[src/rtl/pmsf_pkg.sv]
package pmsf_pkg;

    localparam int NUM_WORLDS = 2;
    localparam int NUM_AREAS  = 2;
    localparam int NUM_FIELDS = NUM_WORLDS * NUM_AREAS;

    typedef enum logic [1:0] {
        CFG_SPLIT = 2'd0,
        CFG_PERM  = 2'd1,
        CFG_LOCK  = 2'd2,
        CFG_NONE  = 2'd3
    } cfg_kind_e;

    typedef enum logic [1:0] {
        ACC_READ  = 2'd0,
        ACC_WRITE = 2'd1,
        ACC_FETCH = 2'd2,
        ACC_RSVD  = 2'd3
    } acc_kind_e;

    typedef struct packed {
        logic x;
        logic w;
        logic r;
    } perm_t;

    typedef struct packed {
        logic valid;
        logic inrange;
        logic allow;
    } resp_t;

    function automatic logic perm_grants(perm_t p, acc_kind_e k);
        case (k)
            ACC_READ:  return p.r;
            ACC_WRITE: return p.w;
            ACC_FETCH: return p.x;
            default:   return 1'b0;
        endcase
    endfunction

    function automatic logic world_valid(logic [1:0] wid);
        return (wid[1] == 1'b0);
    endfunction

endpackage

[src/rtl/pmsf_cfg_regs.sv]
module pmsf_cfg_regs
    import pmsf_pkg::*;
#(
    parameter int                ADDR_W       = 32,
    parameter logic [ADDR_W-1:0] REGION_BASE  = 32'h5000_0000,
    parameter int                REGION_BYTES = 8192,
    parameter int                GRAN_SH      = 2,
    parameter int                SPLIT_W      = 11
) (
    input  logic                           clk,
    input  logic                           rst,
    input  logic                           cfg_we,
    input  cfg_kind_e                      cfg_kind,
    input  logic [1:0]                     cfg_world,
    input  logic                           cfg_high,
    input  logic [ADDR_W-1:0]              cfg_wdata,
    output logic [NUM_WORLDS-1:0][SPLIT_W-1:0] split_q,
    output perm_t [NUM_FIELDS-1:0]         perm_q,
    output logic                           lock_q
);

    localparam logic [ADDR_W:0] REGION_END =
        {1'b0, REGION_BASE} + (ADDR_W+1)'(REGION_BYTES);

    logic               wr_open;
    logic               wid_ok;
    logic               in_window;
    logic               aligned;
    logic               split_ok;
    logic [SPLIT_W-1:0] split_field;

    always_comb begin
        wr_open     = cfg_we && !lock_q;
        wid_ok      = world_valid(cfg_world);
        in_window   = (cfg_wdata >= REGION_BASE) &&
                      ({1'b0, cfg_wdata} < REGION_END);
        aligned     = (cfg_wdata[GRAN_SH-1:0] == '0);
        split_ok    = wr_open && (cfg_kind == CFG_SPLIT) && wid_ok &&
                      in_window && aligned;
        split_field = SPLIT_W'((cfg_wdata - REGION_BASE) >> GRAN_SH);
    end

    for (genvar w = 0; w < NUM_WORLDS; w++) begin : g_split
        always_ff @(posedge clk) begin
            if (rst) begin
                split_q[w] <= '0;
            end else if (split_ok && (cfg_world[0] == 1'(w))) begin
                split_q[w] <= split_field;
            end
        end

        for (genvar a = 0; a < NUM_AREAS; a++) begin : g_area
            always_ff @(posedge clk) begin
                if (rst) begin
                    perm_q[w*NUM_AREAS+a] <= '0;
                end else if (wr_open && (cfg_kind == CFG_PERM) && wid_ok &&
                             (cfg_world[0] == 1'(w)) && (cfg_high == 1'(a))) begin
                    perm_q[w*NUM_AREAS+a] <= perm_t'(cfg_wdata[2:0]);
                end
            end
        end
    end

    always_ff @(posedge clk) begin
        if (rst) begin
            lock_q <= 1'b0;
        end else if (wr_open && (cfg_kind == CFG_LOCK) && cfg_wdata[0]) begin
            lock_q <= 1'b1;
        end
    end

    AST_LOCK_STICKY: assert property (@(posedge clk) disable iff (rst)
        lock_q |=> lock_q);

    AST_LOCKED_FROZEN: assert property (@(posedge clk) disable iff (rst)
        lock_q |=> ($stable(split_q) && $stable(perm_q)));

    AST_UNALIGNED_SPLIT_DROPPED: assert property (@(posedge clk) disable iff (rst)
        (cfg_we && (cfg_kind == CFG_SPLIT) && !aligned) |=> $stable(split_q));

    AST_BAD_WORLD_DROPPED: assert property (@(posedge clk) disable iff (rst)
        (cfg_we && cfg_world[1] && (cfg_kind != CFG_LOCK))
            |=> ($stable(split_q) && $stable(perm_q)));

endmodule

[src/rtl/pmsf_access_check.sv]
module pmsf_access_check
    import pmsf_pkg::*;
#(
    parameter int                ADDR_W       = 32,
    parameter logic [ADDR_W-1:0] REGION_BASE  = 32'h5000_0000,
    parameter int                REGION_BYTES = 8192,
    parameter int                GRAN_SH      = 2,
    parameter int                SPLIT_W      = 11
) (
    input  logic                               clk,
    input  logic                               rst,
    input  logic                               acc_valid,
    input  logic [ADDR_W-1:0]                  acc_addr,
    input  acc_kind_e                          acc_kind,
    input  logic [1:0]                         acc_world,
    input  logic [NUM_WORLDS-1:0][SPLIT_W-1:0] split_q,
    input  perm_t [NUM_FIELDS-1:0]             perm_q,
    output resp_t                              resp_q
);

    localparam logic [ADDR_W:0] REGION_END =
        {1'b0, REGION_BASE} + (ADDR_W+1)'(REGION_BYTES);

    logic               in_window;
    logic [SPLIT_W-1:0] word_idx;
    logic               sel_world;
    logic               upper;
    perm_t              field;
    logic               allow_c;

    always_comb begin
        in_window = (acc_addr >= REGION_BASE) &&
                    ({1'b0, acc_addr} < REGION_END);
        word_idx  = SPLIT_W'((acc_addr - REGION_BASE) >> GRAN_SH);
        sel_world = acc_world[0];
        upper     = (word_idx >= split_q[sel_world]);
        field     = perm_q[{sel_world, upper}];
        if (!in_window) begin
            allow_c = 1'b1;
        end else begin
            allow_c = world_valid(acc_world) && perm_grants(field, acc_kind);
        end
    end

    always_ff @(posedge clk) begin
        if (rst) begin
            resp_q <= '0;
        end else begin
            resp_q.valid   <= acc_valid;
            resp_q.inrange <= acc_valid && in_window;
            resp_q.allow   <= acc_valid && allow_c;
        end
    end

    AST_RESP_FOLLOWS_REQ: assert property (@(posedge clk) disable iff (rst)
        acc_valid |=> resp_q.valid);

    AST_IDLE_QUIET: assert property (@(posedge clk) disable iff (rst)
        !acc_valid |=> (!resp_q.valid && !resp_q.allow && !resp_q.inrange));

    AST_OUTSIDE_PASS: assert property (@(posedge clk) disable iff (rst)
        (acc_valid && !in_window) |=> (resp_q.allow && !resp_q.inrange));

    AST_BAD_WORLD_DENY: assert property (@(posedge clk) disable iff (rst)
        (acc_valid && in_window && acc_world[1]) |=> !resp_q.allow);

    AST_RSVD_DENY: assert property (@(posedge clk) disable iff (rst)
        (acc_valid && in_window && (acc_kind == ACC_RSVD)) |=> !resp_q.allow);

endmodule

[src/rtl/pmsf_top.sv]
module pmsf_top
    import pmsf_pkg::*;
#(
    parameter int                ADDR_W       = 32,
    parameter logic [ADDR_W-1:0] REGION_BASE  = 32'h5000_0000,
    parameter int                REGION_BYTES = 8192,
    parameter int                SPLIT_GRAN   = 4
) (
    input  logic              clk,
    input  logic              rst,
    input  logic              cfg_we,
    input  logic [1:0]        cfg_kind,
    input  logic [1:0]        cfg_world,
    input  logic              cfg_high,
    input  logic [ADDR_W-1:0] cfg_wdata,
    input  logic              acc_valid,
    input  logic [ADDR_W-1:0] acc_addr,
    input  logic [1:0]        acc_kind,
    input  logic [1:0]        acc_world,
    output logic              resp_valid,
    output logic              resp_inrange,
    output logic              resp_allow,
    output logic [ADDR_W-1:0] rd_split_w0,
    output logic [ADDR_W-1:0] rd_split_w1,
    output logic [11:0]       rd_perm,
    output logic              cfg_locked
);

    localparam int OFF_W   = $clog2(REGION_BYTES);
    localparam int GRAN_SH = $clog2(SPLIT_GRAN);
    localparam int SPLIT_W = OFF_W - GRAN_SH;

    logic [NUM_WORLDS-1:0][SPLIT_W-1:0] split_q;
    perm_t [NUM_FIELDS-1:0]             perm_q;
    logic                               lock_q;
    resp_t                              resp_q;

    pmsf_cfg_regs #(
        .ADDR_W       (ADDR_W),
        .REGION_BASE  (REGION_BASE),
        .REGION_BYTES (REGION_BYTES),
        .GRAN_SH      (GRAN_SH),
        .SPLIT_W      (SPLIT_W)
    ) u_cfg (
        .clk       (clk),
        .rst       (rst),
        .cfg_we    (cfg_we),
        .cfg_kind  (cfg_kind_e'(cfg_kind)),
        .cfg_world (cfg_world),
        .cfg_high  (cfg_high),
        .cfg_wdata (cfg_wdata),
        .split_q   (split_q),
        .perm_q    (perm_q),
        .lock_q    (lock_q)
    );

    pmsf_access_check #(
        .ADDR_W       (ADDR_W),
        .REGION_BASE  (REGION_BASE),
        .REGION_BYTES (REGION_BYTES),
        .GRAN_SH      (GRAN_SH),
        .SPLIT_W      (SPLIT_W)
    ) u_chk (
        .clk       (clk),
        .rst       (rst),
        .acc_valid (acc_valid),
        .acc_addr  (acc_addr),
        .acc_kind  (acc_kind_e'(acc_kind)),
        .acc_world (acc_world),
        .split_q   (split_q),
        .perm_q    (perm_q),
        .resp_q    (resp_q)
    );

    always_comb begin
        resp_valid   = resp_q.valid;
        resp_inrange = resp_q.inrange;
        resp_allow   = resp_q.allow;
        rd_split_w0  = REGION_BASE + (ADDR_W'(split_q[0]) << GRAN_SH);
        rd_split_w1  = REGION_BASE + (ADDR_W'(split_q[1]) << GRAN_SH);
        rd_perm      = perm_q;
        cfg_locked   = lock_q;
    end

    AST_READBACK_IN_WINDOW: assert property (@(posedge clk) disable iff (rst)
        (rd_split_w0 >= REGION_BASE) && (rd_split_w1 >= REGION_BASE));

endmodule

[config.mk]
export PLATFORM = sky130hd
export DESIGN_NAME = pmsf_top
export DESIGN_NICKNAME = d
export VERILOG_FILES = /design/src/rtl/pmsf_pkg.sv /design/src/rtl/pmsf_cfg_regs.sv /design/src/rtl/pmsf_access_check.sv /design/src/rtl/pmsf_top.sv
export SDC_FILE = /design/constraint.sdc
export NUM_CORES = 1
export LEC_CHECK = 0
export BUFFER_PORTS_ARGS = -buffer_cell sky130_fd_sc_hd__buf_4
export CAP_MARGIN = 20
export CORE_ASPECT_RATIO = 1.1
export CORE_MARGIN = 2
export CORE_UTILIZATION = 42
export DETAILED_ROUTE_END_ITERATION = 6
export PLACE_DENSITY = 0.88
export SKIP_LAST_GASP = 1
export SLEW_MARGIN = 15
export SYNTH_ARGS = -nofsm -noshare
export SYNTH_HDL_FRONTEND = slang
export SYNTH_SLANG_ARGS = --single-unit
[constraint.sdc]
create_clock -name clk -period 4.59 [get_ports clk]
set_input_delay 0.6885 -clock clk [delete_from_list [all_inputs] [get_ports clk]]
set_output_delay 0.6885 -clock clk [all_outputs]
set_load 0.05 [all_outputs]
# Word-level counts from Yosys, hierarchy flattened
# Cells that the tools add are included.
# op_classes
add_sub_neg	4
magnitude_cmp	7
eq_ne	4
muxes	7
bitwise	4
reduce_logical	26
# op_table
cell	n
31-bit by 13-bit adder with 32-bit output (first input constant)	2
32-bit by 31-bit greater-or-equal comparator with 1-bit output (second input constant)	2
32-bit by 31-bit < comparator with 1-bit output (second input constant)	2
13-bit by 1-bit subtractor with 13-bit output (second input constant)	2
1-bit logical AND	22
11-bit 2-to-1 mux	2
11-bit greater-or-equal comparator	1
3-bit binary-select mux with 2-bit select	1
2-bit zero test	3
2-bit by 1-bit == test with 1-bit output (second input constant)	2
2-bit == test (second input constant)	2
1-bit NOT	4
2-bit by 3-bit < comparator with 1-bit output (second input constant)	1
3-bit 2-to-1 mux	1
1-bit case mux with 3 select lines	1
1-bit by 2-bit < comparator with 1-bit output (second input constant)	1
1-bit 2-to-1 mux	2
1-bit zero test	1
# totals
register_bits	38
input_bits	77
output_inout_bits	80
elab_cells	70

# Longest topological paths before layout
# logic_depth
ltp_word	10
mapped_depth	11
ltp_nobuf	9

# By module
# A second synthesis with hierarchy kept.
# hier_totals
hier_cells	277
area_unflattened_um2	2504.9
# modules_own_cells
module	instances	cells_per_inst	area_per_inst_um2	seq_area_each_um2
pmsf_cfg_regs	1	164	1555.2	700.7
pmsf_access_check	1	69	626.9	60.1
pmsf_top	1	44	322.8	0.0

# Worst setup path before layout
# OpenSTA, ideal clock, no wires.
# synth_path
path_type	in2reg
startpoint	in acc_world[0]
endpoint	reg, netlist name u_chk.resp_q[0]
setup_time_ns	0.121
arrival_time_ns	3.316
t_required_ns	4.469
path_slack_ns	1.153
stages	10
n_path_buf	2
cell_sequence	clkbuf_1 clkbuf_1 mux2i_1 ha_1 nand4_1 o311a_1 o21ai_2 mux4_2 a221oi_2 nor3_1
# synth_between
elab_chain_len	10
# synth_rtl
item	line	source
start, declared	pmsf_top.sv:19	input logic [1:0] acc_world,
11-bit 2-to-1 mux (not written as such) (2 in series)	pmsf_access_check.sv:36	upper = (word_idx >= split_q[sel_world]);
11-bit greater-or-equal comparator	pmsf_access_check.sv:36	
3-bit binary-select mux with 2-bit select *	pmsf_access_check.sv:37	field = perm_q[{sel_world, upper}];
3-bit 2-to-1 mux (not written as such) *	pmsf_access_check.sv:37	
1-bit case mux with 3 select lines *	pmsf_pkg.sv:34	case (k)
1-bit 2-to-1 mux *	pmsf_access_check.sv:38	if (!in_window) begin
1-bit logical AND *	pmsf_access_check.sv:41	allow_c = world_valid(acc_world) && perm_grants(field, acc_kind);
1-bit 2-to-1 mux *	pmsf_access_check.sv:38	
1-bit logical AND *	pmsf_access_check.sv:51	resp_q.allow <= acc_valid && allow_c;
# Every way passes the cells marked *; elsewhere a longest branch is shown, timed or not. The select of a mux whose other input is x is not followed.
# A chain may end at the register's enable or synchronous reset.

# Worst setup path after layout
# layout_path
startpoint	in acc_world[0]
endpoint	reg, netlist name u_chk.resp_q[0]
# layout_between
elab_chain_len	10
# layout_rtl
item	line
11-bit 2-to-1 mux (not written as such) (2 in series)	pmsf_access_check.sv:36
11-bit greater-or-equal comparator	pmsf_access_check.sv:36
3-bit binary-select mux with 2-bit select *	pmsf_access_check.sv:37
3-bit 2-to-1 mux (not written as such) *	pmsf_access_check.sv:37
1-bit case mux with 3 select lines *	pmsf_pkg.sv:34
1-bit 2-to-1 mux *	pmsf_access_check.sv:38
1-bit logical AND *	pmsf_access_check.sv:41
1-bit 2-to-1 mux *	pmsf_access_check.sv:38
1-bit logical AND *	pmsf_access_check.sv:51
# Marks and branches as above.

==> metrics.yaml <==
outcome: "finished, final reports clean"
antenna_found_initial: 0
grt_overflow_total: 0
multi_input_area_mm2: 0.00134
drcViolationCount: 0
cap_violations: 0
syn_inst: 251
cts_buffer_depth: 2
grt_max_degree: 37
initial_core_util: 0.433
reg2reg_to: "u_chk.resp_q[0]"
ir_worst_vdd_mv: 0.214
cts_made_buffers: 5
post_cts_buffers: 0
clock-root-buffer: "clkbuf_8"
seqCellArea_um2: 761
timing.fmax_mhz: 335
port_buffers: 112
grt_first_pass_wirelength_um: 8760
slew_headroom: 0.541
htreeDepth: 2
routed_wl_um: 5720
crit_start: "acc_world[0]"
final_max_slew_viol_count: 0
fp-row-count: 28
worstSkewPairLatency_ps: 290
period_share: 0.650
viasPerCell: 4.83
die_x_um: 74.9
vias: 2099
fin_crit_ps: 2990
num_antenna_cells: 0
hold_buffers: 0
cts_tree: "done"
first_iter_violations: 68
wl_per_cell_um: 13.1
die_h_um: 81.9
crit_path_end_kind: "flop"
seq_area_frac_synth: 0.328
path_buf_inv: 1
path_clk_slew_ps: 70
drive_gt1_frac: 0.361
rsz0062_at_grt: "no"
critPathArrivalTime_ps: 3170
ys_warn_count: 0
power_uw: 743
dp_hpwl_um: 4640
hold_violations: 0
setup_viol: 0
dieArea_mm2: 0.00613
drtAntennaViolNets: 0
first_global_vias: 1987
synth_top_area_share: 0.328
r2r-start: "u_cfg.split_q[11]"
path_cells: "buf_4 > mux2_2 > ha_1 > nand2b_4 > a211oi_2 > o311a_1 > o21ai_2 > mux4_2 > a221oi_2 > nor3_1"
first_pass_iters: 4
fin_nets: 449
synth_largest_area_cell: "dfxtp_1"
ys_types: 42
syn_to_final_growth_pct: 35.8
worstSetupPathType: "input pin to flop"
gp_congestion: 0.772
endpoint: "u_chk.resp_q[0]"
clkSinkCount: 38
hp-class: "flop to flop"
yosys-top-cells-area: "dfxtp_1, mux2i_1, buf_4"
cellPowerDensity_mw_per_mm2: 236
path_depth: 10
power.leakage_uw: 0.00159
ioPinCount: 157
slowest_stage: "mux4_2"
nFillCells: 471
synth_seq_cells: 38
grt_use_total: 0.184
start_kind: "input pin"
reg2reg_depth: 9
critPathRequiredTime_ps: 4770
syn_area_per_cell_um2: 9.24
crit_fanout: 17
tightest_slew_ps: 683
syn_area_mm2: 0.00232
ff2ff_setup_slack_ps: 2030
cts_resized: 0
cp_top_family: "multiplexers"
skew_ps: 5.45
core_area_mm2: 0.00536
timing.setup.tns_ps: 0
cp_slowest_stage_delay_ps: 540
[cell usage after synthesis, drive strengths merged]
cell type and count:
nand3b 1, mux2i 43, nand2 8, o221ai 1
nor3b 1, nor2 40, nor3 3, nor4b 3
nand4 4, a21oi 3, ha 11, nor4bb 1
mux2 1, clkbuf 6, and2 1, a31oi 3
inv 7, o211ai 3, o32ai 1, conb 2
o311a 1, nand2b 2, or4 1, a211o 3
o311ai 1, o21ai 1, a211oi 1, and3 1
nand3 2, dfxtp 38, nand4b 1, nor4 8
a221oi 1, mux4 1, buf 44, a41oi 1
a311oi 1
[placed cells by master, fill, tap and decap left out, types with 2 or more instances in the layout]
cell / count
dfxtp_1: 38
a31oi_1: 3
nor3_1: 2
inv_1: 7
nor2_1: 40
clkbuf_8: 6
ha_1: 11
buf_4: 113
nor4_1: 8
a211o_1: 3
nand2_1: 8
nand3_1: 2
nor4b_1: 2
conb_1: 42
nand4_1: 4
mux2i_1: 43
a21oi_1: 2
o211ai_1: 2
[layer usage]
metal / vias up / wire length [um] / global-route usage
met5: - / 0 / 0
met4: 0 / 122 / 0.0804
met3: 15 / 527 / 0.0736
met2: 100 / 2880 / 0.313
met1: 956 / 2190 / 0.200
li1: 1028 / - / -
[sequential cells by signal, indices dropped and copies added, names as in the netlist]
signal,cells
u_cfg.lock_q,1
u_cfg.perm_q,12
u_cfg.split_q,22
u_chk.resp_q,3
[area by class of cell]
class | instances | area share
Tap cell | 75 | 0.0298
Clock buffer | 6 | 0.0262
Sequential cell | 38 | 0.242
Inverter | 7 | 0.00834
Timing Repair Buffer | 113 | 0.269
Multi-Input combinational cell | 196 | 0.425
[worst min path at each step]
stage | from | end | slack, ps | cells after the start
3_3_place_gp | u_cfg.perm_q[5] | u_cfg.perm_q[5] | 470 | 2
4_1_cts | u_cfg.perm_q[5] | u_cfg.perm_q[5] | 500 | 2
2_1_floorplan | u_cfg.perm_q[5] | u_cfg.perm_q[5] | 680 | 2
3_5_place_dp | u_cfg.perm_q[5] | u_cfg.perm_q[5] | 490 | 2
6_report | u_cfg.perm_q[5] | u_cfg.perm_q[5] | 500 | 2
5_1_grt | u_cfg.perm_q[5] | u_cfg.perm_q[5] | 530 | 2
[cells by family after synthesis]
family / synth area share
AOI/OAI and AO/OA: 0.0782
adders and majority gates: 0.0593
buffers and inverters: 0.162
DFF: 0.328
muxes: 0.200
other: 0.00324
and+or+nand+nor: 0.169
[through the flow]
| step | hold slack (ps) | utilization | setup WS [ps] | std cells | area (um^2) |
|---|---|---|---|---|---|
| finish | 497 | 0.588 | 1600 | 435 | 3150 |
| global route | 527 | 0.588 | 1510 | 435 | 3150 |
| CTS | 499 | 0.588 | 1620 | 435 | 3150 |
| detailed placement | 489 | 0.572 | 1320 | 429 | 3070 |
| global placement | 472 | 0.572 | 1350 | 429 | 3070 |
| floorplan | 681 | - | 1150 | 291 | 2470 |
[worst reg2reg max path, delay by kind of cell (launching register included)]
kind,cells,cell delay [ps]
and+or+nand+nor,2,190
adders and majority gates,1,280
muxes,2,810
DFF,1,330
AOI/OAI and AO/OA,4,850
[power by group]
group	switching [uW]	total, uW	leakage [uW]	internal [uW]
logic	122	182	0.00124	59.8
registers	1.18	333	0.000307	332
clock network	112	228	0.0000431	116
(Power assumes the default switching activity.)
